==> src/rtl/pinctl_pkg.sv <==
package pinctl_pkg;
  localparam int unsigned INSTR_W  = 32;
  localparam int unsigned DFIELD_W = 9;
  localparam logic [6:0]  MAJOR_PIN = 7'b1101011;
  localparam logic [4:0]  MINOR_HI  = 5'b00101;

  typedef enum logic [2:0] {
    OM_LOW    = 3'd0,
    OM_HIGH   = 3'd1,
    OM_CARRY  = 3'd2,
    OM_NCARRY = 3'd3,
    OM_ZERO   = 3'd4,
    OM_NZERO  = 3'd5,
    OM_TOGGLE = 3'd6,
    OM_KEEP   = 3'd7
  } out_mode_e;

  typedef struct packed {
    logic                fire;
    logic                drive;
    out_mode_e           mode;
    logic                wr_c;
    logic                wr_z;
    logic                imm;
    logic [DFIELD_W-1:0] dfield;
  } pin_cmd_t;
endpackage

==> src/rtl/pinctl_decode.sv <==
module pinctl_decode
  import pinctl_pkg::*;
(
  input  logic               valid,
  input  logic [INSTR_W-1:0] instr,
  output pin_cmd_t           cmd
);
  logic major_ok;
  logic minor_ok;

  always_comb begin
    major_ok   = (instr[27:21] == MAJOR_PIN);
    minor_ok   = (instr[8:4] == MINOR_HI);
    cmd.fire   = valid && major_ok && minor_ok;
    cmd.drive  = instr[3];
    cmd.mode   = out_mode_e'(instr[2:0]);
    cmd.wr_c   = instr[20];
    cmd.wr_z   = instr[19];
    cmd.imm    = instr[18];
    cmd.dfield = instr[17:9];
  end

  // Decode sanity: an accepted word always belongs to the pin family
  always_comb begin
    if (cmd.fire) begin
      a_family_r12: assert (instr[27:21] == MAJOR_PIN && instr[8:4] == MINOR_HI)
        else $error("decode accepted a foreign word");
    end
  end
endmodule

==> src/rtl/pinctl_outsel.sv <==
module pinctl_outsel
  import pinctl_pkg::*;
(
  input  out_mode_e mode,
  input  logic      cur_bit,
  input  logic      carry,
  input  logic      zero,
  output logic      new_bit
);
  always_comb begin
    unique case (mode)
      OM_LOW:    new_bit = 1'b0;
      OM_HIGH:   new_bit = 1'b1;
      OM_CARRY:  new_bit = carry;
      OM_NCARRY: new_bit = ~carry;
      OM_ZERO:   new_bit = zero;
      OM_NZERO:  new_bit = ~zero;
      OM_TOGGLE: new_bit = ~cur_bit;
      default:   new_bit = cur_bit;
    endcase
  end
endmodule

==> src/rtl/pinctl_unit.sv <==
module pinctl_unit
  import pinctl_pkg::*;
#(
  parameter int unsigned NPINS = 64,
  parameter int unsigned OP_W  = 32,
  parameter int unsigned SYNC_STAGES = 2
) (
  input  logic               clk,
  input  logic               rst_n,
  input  logic               instr_valid,
  input  logic [INSTR_W-1:0] instr,
  input  logic [OP_W-1:0]    operand,
  input  logic               carry_in,
  input  logic               zero_in,
  input  logic [NPINS-1:0]   pin_in,
  output logic [NPINS-1:0]   dir_q,
  output logic [NPINS-1:0]   out_q,
  output logic               carry_we,
  output logic               carry_wdata,
  output logic               zero_we,
  output logic               zero_wdata
);
  localparam int unsigned IDX_W = $clog2(NPINS);

  // Reset: asynchronous assert, synchronous release
  logic [SYNC_STAGES-1:0] rst_sync_q;
  logic                   rst_int_n;

  always_ff @(posedge clk or negedge rst_n) begin
    if (!rst_n) rst_sync_q <= '0;
    else        rst_sync_q <= {rst_sync_q[SYNC_STAGES-2:0], 1'b1};
  end
  assign rst_int_n = rst_sync_q[SYNC_STAGES-1];

  // Decode
  pin_cmd_t cmd;
  pinctl_decode u_dec (
    .valid (instr_valid & rst_int_n),
    .instr (instr),
    .cmd   (cmd)
  );

  // Pin index selection
  logic [IDX_W-1:0] pin_idx;
  always_comb begin
    if (cmd.imm) pin_idx = cmd.dfield[IDX_W-1:0];
    else         pin_idx = operand[IDX_W-1:0];
  end

  // Output value selection
  logic new_out;
  pinctl_outsel u_sel (
    .mode    (cmd.mode),
    .cur_bit (out_q[pin_idx]),
    .carry   (carry_in),
    .zero    (zero_in),
    .new_bit (new_out)
  );

  // Flag write-back: pin state before this instruction
  always_comb begin
    carry_we    = cmd.fire && cmd.wr_c;
    zero_we     = cmd.fire && cmd.wr_z;
    carry_wdata = pin_in[pin_idx];
    zero_wdata  = pin_in[pin_idx];
  end

  // Next state
  logic [NPINS-1:0] dir_d;
  logic [NPINS-1:0] out_d;
  always_comb begin
    dir_d = dir_q;
    out_d = out_q;
    dir_d[pin_idx] = cmd.drive;
    out_d[pin_idx] = new_out;
  end

  // Registers, enabled by an accepted instruction
  always_ff @(posedge clk or negedge rst_n) begin
    if (!rst_n) begin
      dir_q <= '0;
      out_q <= '0;
    end else if (!rst_int_n) begin
      dir_q <= '0;
      out_q <= '0;
    end else if (cmd.fire) begin
      dir_q <= dir_d;
      out_q <= out_d;
    end
  end

  // Assertions
  p_one_dir_bit_r11: assert property (@(posedge clk) disable iff (!rst_n || !rst_int_n)
    $countones(dir_q ^ $past(dir_q)) <= 1)
    else $error("more than one direction bit changed");

  p_one_out_bit_r11: assert property (@(posedge clk) disable iff (!rst_n || !rst_int_n)
    $countones(out_q ^ $past(out_q)) <= 1)
    else $error("more than one output bit changed");

  p_float_clears_r2: assert property (@(posedge clk) disable iff (!rst_n || !rst_int_n)
    (cmd.fire && !cmd.drive) |=> !dir_q[$past(pin_idx)])
    else $error("float did not clear direction");

  p_drive_sets_r3: assert property (@(posedge clk) disable iff (!rst_n || !rst_int_n)
    (cmd.fire && cmd.drive) |=> dir_q[$past(pin_idx)])
    else $error("drive did not set direction");

  p_keep_out_r8: assert property (@(posedge clk) disable iff (!rst_n || !rst_int_n)
    (cmd.fire && cmd.mode == OM_KEEP) |=> $stable(out_q))
    else $error("keep mode changed output");

  p_idle_stable_r12: assert property (@(posedge clk) disable iff (!rst_n || !rst_int_n)
    !cmd.fire |=> ($stable(dir_q) && $stable(out_q)))
    else $error("registers changed without an accepted instruction");

  p_idle_noflag_r12: assert property (@(posedge clk) disable iff (!rst_n || !rst_int_n)
    !cmd.fire |-> (!carry_we && !zero_we))
    else $error("flag write without an accepted instruction");
endmodule

==> config.mk <==
export PLATFORM = sky130hd
export DESIGN_NAME = pinctl_unit
export DESIGN_NICKNAME = d
export VERILOG_FILES = /design/src/rtl/pinctl_pkg.sv /design/src/rtl/pinctl_decode.sv /design/src/rtl/pinctl_outsel.sv /design/src/rtl/pinctl_unit.sv
export SDC_FILE = /design/constraint.sdc
export NUM_CORES = 1
export LEC_CHECK = 0
export ABC_AREA = 1
export CAP_MARGIN = 20
export CORE_MARGIN = 3
export CORE_UTILIZATION = 41
export DETAILED_ROUTE_END_ITERATION = 12
export GPL_TIMING_DRIVEN = 0
export PLACE_DENSITY = 0.78
export SLEW_MARGIN = 0
export SYNTH_ARGS = -nofsm -noshare
export SYNTH_HDL_FRONTEND = slang
export SYNTH_SLANG_ARGS = --single-unit
==> constraint.sdc <==
create_clock -name clk -period 2.31 [get_ports clk]
set_input_delay 0.462 -clock clk [delete_from_list [all_inputs] [get_ports clk]]
set_output_delay 0.462 -clock clk [all_outputs]
set_load 0.02 [all_outputs]
# Word level (Yosys, flattened, before mapping)
# Index checks and enable logic that the tools add are counted.
[classes] bitwise=4 mux=14 n_lt_le_gt_ge=2 n_eq_ne=9 n_reduce_logical=6
[op_table] op="2-to-1 mux 64 bit" count=4
[op_table] op="bitwise mux 64 bit" count=2
[op_table] op="binary-select mux 1 bit (select 6 bit)" count=2
[op_table] op="equality test 3 bit (second input constant)" count=3
[op_table] op="equality test 7 bit (second input constant)" count=1
[op_table] op="less-than comparator 6 x 7 -> 1 bit (second input constant)" count=1
[op_table] op="case mux 1 bit (7 select lines)" count=1
[op_table] op="demux 1 bit (select 6 bit)" count=1
[op_table] op="equality test 3 x 2 -> 1 bit (second input constant)" count=2
[op_table] op=">= comparator 6 x 1 -> 1 bit (second input constant)" count=1
[op_table] op="2-to-1 mux 6 bit" count=1
[op_table] op="equality test 5 x 3 -> 1 bit (second input constant)" count=1
[op_table] op="logical AND 1 bit" count=5
[op_table] op="equality test 3 x 1 -> 1 bit (second input constant)" count=1
[op_table] op="logical NOT 3 bit" count=1
[op_table] op="2-to-1 mux 1 bit" count=3
[op_table] op="inverter 1 bit" count=3
[op_table] op="!= test 2 x 1 -> 1 bit (second input constant)" count=1
[op_table] op="AND 1 bit" count=1
[totals] elab_cells=38 output_inout_bits=132 reg_bits=130 inputBits=133

# Logic depth before layout (Yosys ltp)
[depth] word_depth=8 mapped_depth=16

# By module
# From an unflattened synthesis, not the netlist that was laid out.
[unflattened] cells_unflattened=1011 hier_area_um2=7255.7
[by_module_without_submodules] module="pinctl_unit" cells_each=960 seq_area_each_um2=3253.1 n_inst=1 area_each_um2=6996.7
[by_module_without_submodules] module="pinctl_decode" cells_each=34 seq_area_each_um2=0.0 n_inst=1 area_each_um2=191.4
[by_module_without_submodules] module="pinctl_outsel" cells_each=17 seq_area_each_um2=0.0 n_inst=1 area_each_um2=67.6

# Worst setup path after synthesis
# OpenSTA, ideal clock, no wires.
[synth_path] path_kind="input -> output" from="input port instr[18]" to="output port zero_wdata" cell_stages=13 t_arrival_ns=1.988 slack_ns=-0.140 cell_sequence="buf_6 -> nand2_1 -> nand2_2 -> nor2_2 -> nand2_1 -> inv_1 -> a22oi_1 -> nand4_1 -> inv_1 -> nor2_1 -> nor3_1 -> nand2_1 -> buf_4"
[synth_between] elab_chain_cells=3
[synth_lines] element="start: declaration" line_no="pinctl_unit.sv:11" source="input logic [INSTR_W-1:0] instr,"
[synth_lines] element="2-to-1 mux 6 bit" line_no="pinctl_unit.sv:46" source="if (cmd.imm) pin_idx = cmd.dfield[IDX_W-1:0];"
[synth_lines] element="binary-select mux 1 bit (select 6 bit)"
[synth_lines] element="2-to-1 mux 1 bit"
[synth_lines] element="end: declaration" line_no="pinctl_unit.sv:21" source="output logic zero_wdata"
# Every way passes these cells. The select of a mux whose other input is x is not followed.

# Worst setup path in the final report
[layout_path] from="input port instr[18]" to="output port zero_wdata"
[layout_between] elab_chain_cells=3
[layout_lines] element="2-to-1 mux 6 bit" line_no="pinctl_unit.sv:46"
[layout_lines] element="binary-select mux 1 bit (select 6 bit)" line_no="pinctl_unit.sv:65" source="zero_wdata = pin_in[pin_idx];"
[layout_lines] element="2-to-1 mux 1 bit (implied by the code)" line_no="pinctl_unit.sv:65"
# Every way passes these cells. The select of a mux whose other input is x is not followed.

==> results.cfg <==
[synthesis]
syn_nets = 1054
synthFlopType = dfrtp_1
ys_seq_area_share_pct = 45.9
yosys.area.top_type = dfrtp_1
synthTopCellsByArea = dfrtp_1, nand2_1, o21ai_0
syn_area_sq_um = 7080
synthTopCellsByCount = nand2_1, o21ai_0, dfrtp_1
ys_seq_elements = 130
synth-edff-count = 0
synth_top_area_share_pct = 45.9
yosys_warnings = 0
yosysMostFrequentCell = nand2_1
syn_avg_cell_area_sq_um = 7.69
synthArstFlopShare_pct = 100
synth.distinct_cells = 31
syn-instance-count = 921

[drt]
detail_route.wl_per_cell_um = 20.2
routed_wirelength_mm = 29.2
drc = 0
vias = 7977
drt_iter0_drc = 666
dr.pass1.iters = 8
detail_route.vias_per_cell = 5.53
drtAntennaViolNets = 0

[setup_path]
cp_common_cell = nand2_1
cp.required_ps = 1850
critPathMaxFanout = 9
endpoint_kind = primary output
path_class = primary input to primary output
worst_path_max_delay_cell = a221oi_2
critPathLaunchType = primary input
arrival_ps = 2280
cp_slowest_stage_delay_ps = 210
path_cells = buf_12 > inv_8 > nand2_1 > nand2_2 > buf_8 > buf_12 > nor3_4 > buf_12 > buf_4 > a221oi_2 > nand2_1 > nand2_1 > nand2_1 > nor2_2 > nand2_2 > buf_6 > buf_6

[power]
static-leakage-power_nw = 4.68
power_mw = 6.29
vdd_ir_drop_max_uv = 504
power.density_nw_per_um2 = 555

[global_routing]
track_usage_pct = 29.4
grt.met2_usage_pct = 47.8
grt_use_met1_pct = 36.2
grt_start_max_net_pins = 95
top_usage_layer = met2
antenna_found_initial = 0
grt_pass1_wl_mm = 41.5
grt-ovfl-total = 0
use_met3_pct = 8.40
first_global_vias = 7464

[clocking]
cts-root-buf = clkbuf_16
cts_tree = built
clk_latency_ps = 430
htreeDepth = 4
path_clk_slew_ps = 60
clock_path_buffers = 2
cts.sinks = 130
cts_buffers = 17

[floorplan]
core-area_sq_um = 16800
io_pins = 265
die-area_sq_um = 18900
die_h_um = 137
die_w_um = 137
start_util_pct = 42.2
num_rows = 47

[final_layout]
final_core_util_pct = 67.6
antenna_cells = 0
syn2layout_area_growth_pct = 60.1
drive_gt1_share_pct = 19.5
fillers = 1322
nNetsFinal = 1342

[placement]
hpwlAfterDp_mm = 19.4
place_congestion = 0.875
portBuffers = 230

[timing]
worstMarginPinSlew_ps = 816
period_needed_ps = 2740
relSlewSlack_pct = 45.6
maxSlewViolCount = 0
rsz0062_at_grt = yes
postLayoutSetupSlackWorst_ps = -432
post-route-period-util_pct = 119
setup_viol = 66
fmax_mhz = 365
worst_clock_skew_ps = 8.68
hold_viol = 0

[flow_run]
drv_cap = 0

[worst_hold_path]
hold_path.class = flip-flop to flip-flop

[run_status]
status = finished with violations
violations = negative setup slack
==> layer usage <==
| metal | part of all wire, % | up-vias | wire (um) |
|---|---|---|---|
| li1 | - | 3651 | - |
| met1 | 39 | 3794 | 11400 |
| met2 | 46 | 443 | 13500 |
| met3 | 9.9 | 89 | 2900 |
| met4 | 4.8 | 0 | 1390 |
| met5 | 0 | - | 0 |
==> cells in the final DEF (no fill, tap or decap), types with 20 or more instances in the layout <==
cell	n
o21ai_0	130
clkdlybuf4s50_1	215
nor2_1	68
nand2_1	176
clkbuf_1	28
clkbuf_16	21
nand2_2	20
dfrtp_1	130
inv_1	91
a21oi_2	61
nand3_1	94
==> power by group <==
part	switching (mW)	internal, mW	total [mW]
combinational	0.666	0.564	1.23
sequential	0.00140	2.28	2.28
clock	1.05	1.72	2.77
==> flip-flops by register name (all words and copies together), names as in the netlist <==
name,cells
dir_q,64
out_q,64
rst_sync_q,2
==> cell type report <==
| type | count | area (sq um) | share of cell area [%] |
|---|---|---|---|
| buffer | 43 | 359 | 3.17 |
| clock buffer | 19 | 443 | 3.91 |
| clock inverter | 13 | 159 | 1.40 |
| inverter | 100 | 393 | 3.47 |
| multi-input combinational | 648 | 3590 | 31.7 |
| sequential | 130 | 3250 | 28.7 |
| tap | 220 | 275 | 2.43 |
| timing repair buffer | 269 | 2860 | 25.2 |
==> path summary, 6_finish.rpt <==
| kind | from | to | slack [ps] | depth (start not counted) |
|---|---|---|---|---|
| worst max-delay path | instr[18] | zero_wdata | -430 | 17 |
| worst min-delay path | rst_sync_q[0]$_DFF_PN0_ | rst_sync_q[1]$_DFF_PN0_ | 350 | 0 |
| worst max register to register | rst_sync_q[1]$_DFF_PN0_ | out_q[41]$_DFFE_PN0P_ | 240 | 8 |
| worst min register to register | rst_sync_q[0]$_DFF_PN0_ | rst_sync_q[1]$_DFF_PN0_ | 350 | 0 |
| max in group asynchronous | rst_n | out_q[26]$_DFFE_PN0P_ | 990 | 3 |
| min in group asynchronous | rst_n | dir_q[49]$_DFFE_PN0P_ | 510 | 2 |
==> per-stage QoR <==
stage / TNS (ps) / std cells / instance area [sq um] / hold slack, ps / worst slack [ps]
final: -17890 / 1442 / 11300 / 351 / -432
after global routing: -21520 / 1442 / 11300 / 373 / -531
after CTS: -1350 / 1425 / 10800 / 350 / -556
after detailed placement: -105450 / 1372 / 9720 / 336 / -1470
after global placement: -665840 / 1371 / 9690 / 332 / -4360
after floorplan: 0 / 921 / 7110 / 166 / 2.21
==> repair_timing <==
item | CTS | global route
buffers inserted | 18 | 17
cloned | 3 | 4
setup endpoints to repair | 132 | 79
hold endpoints to repair | 36 | 0
gates resized for setup | 108 | 106
pin swaps | 19 | 33
hold buffers | 1 | 0
==> critical path: cells and delay by family <==
kind                   cells  cell delay [ps]
buffers and inverters      8              930
and+or+nand+nor            8              660
AOI/OAI and AO/OA          1              210
==> cells by family after synthesis <==
family	Yosys count	synth area share, %
buffers and inverters	143	8.94
xor gates and xnor gates	2	0.247
and+or+nand+nor	412	25.0
other	1	0.0530
AOI/OAI and AO/OA	233	19.8
DFF	130	45.9
(Power assumes the default switching activity.)
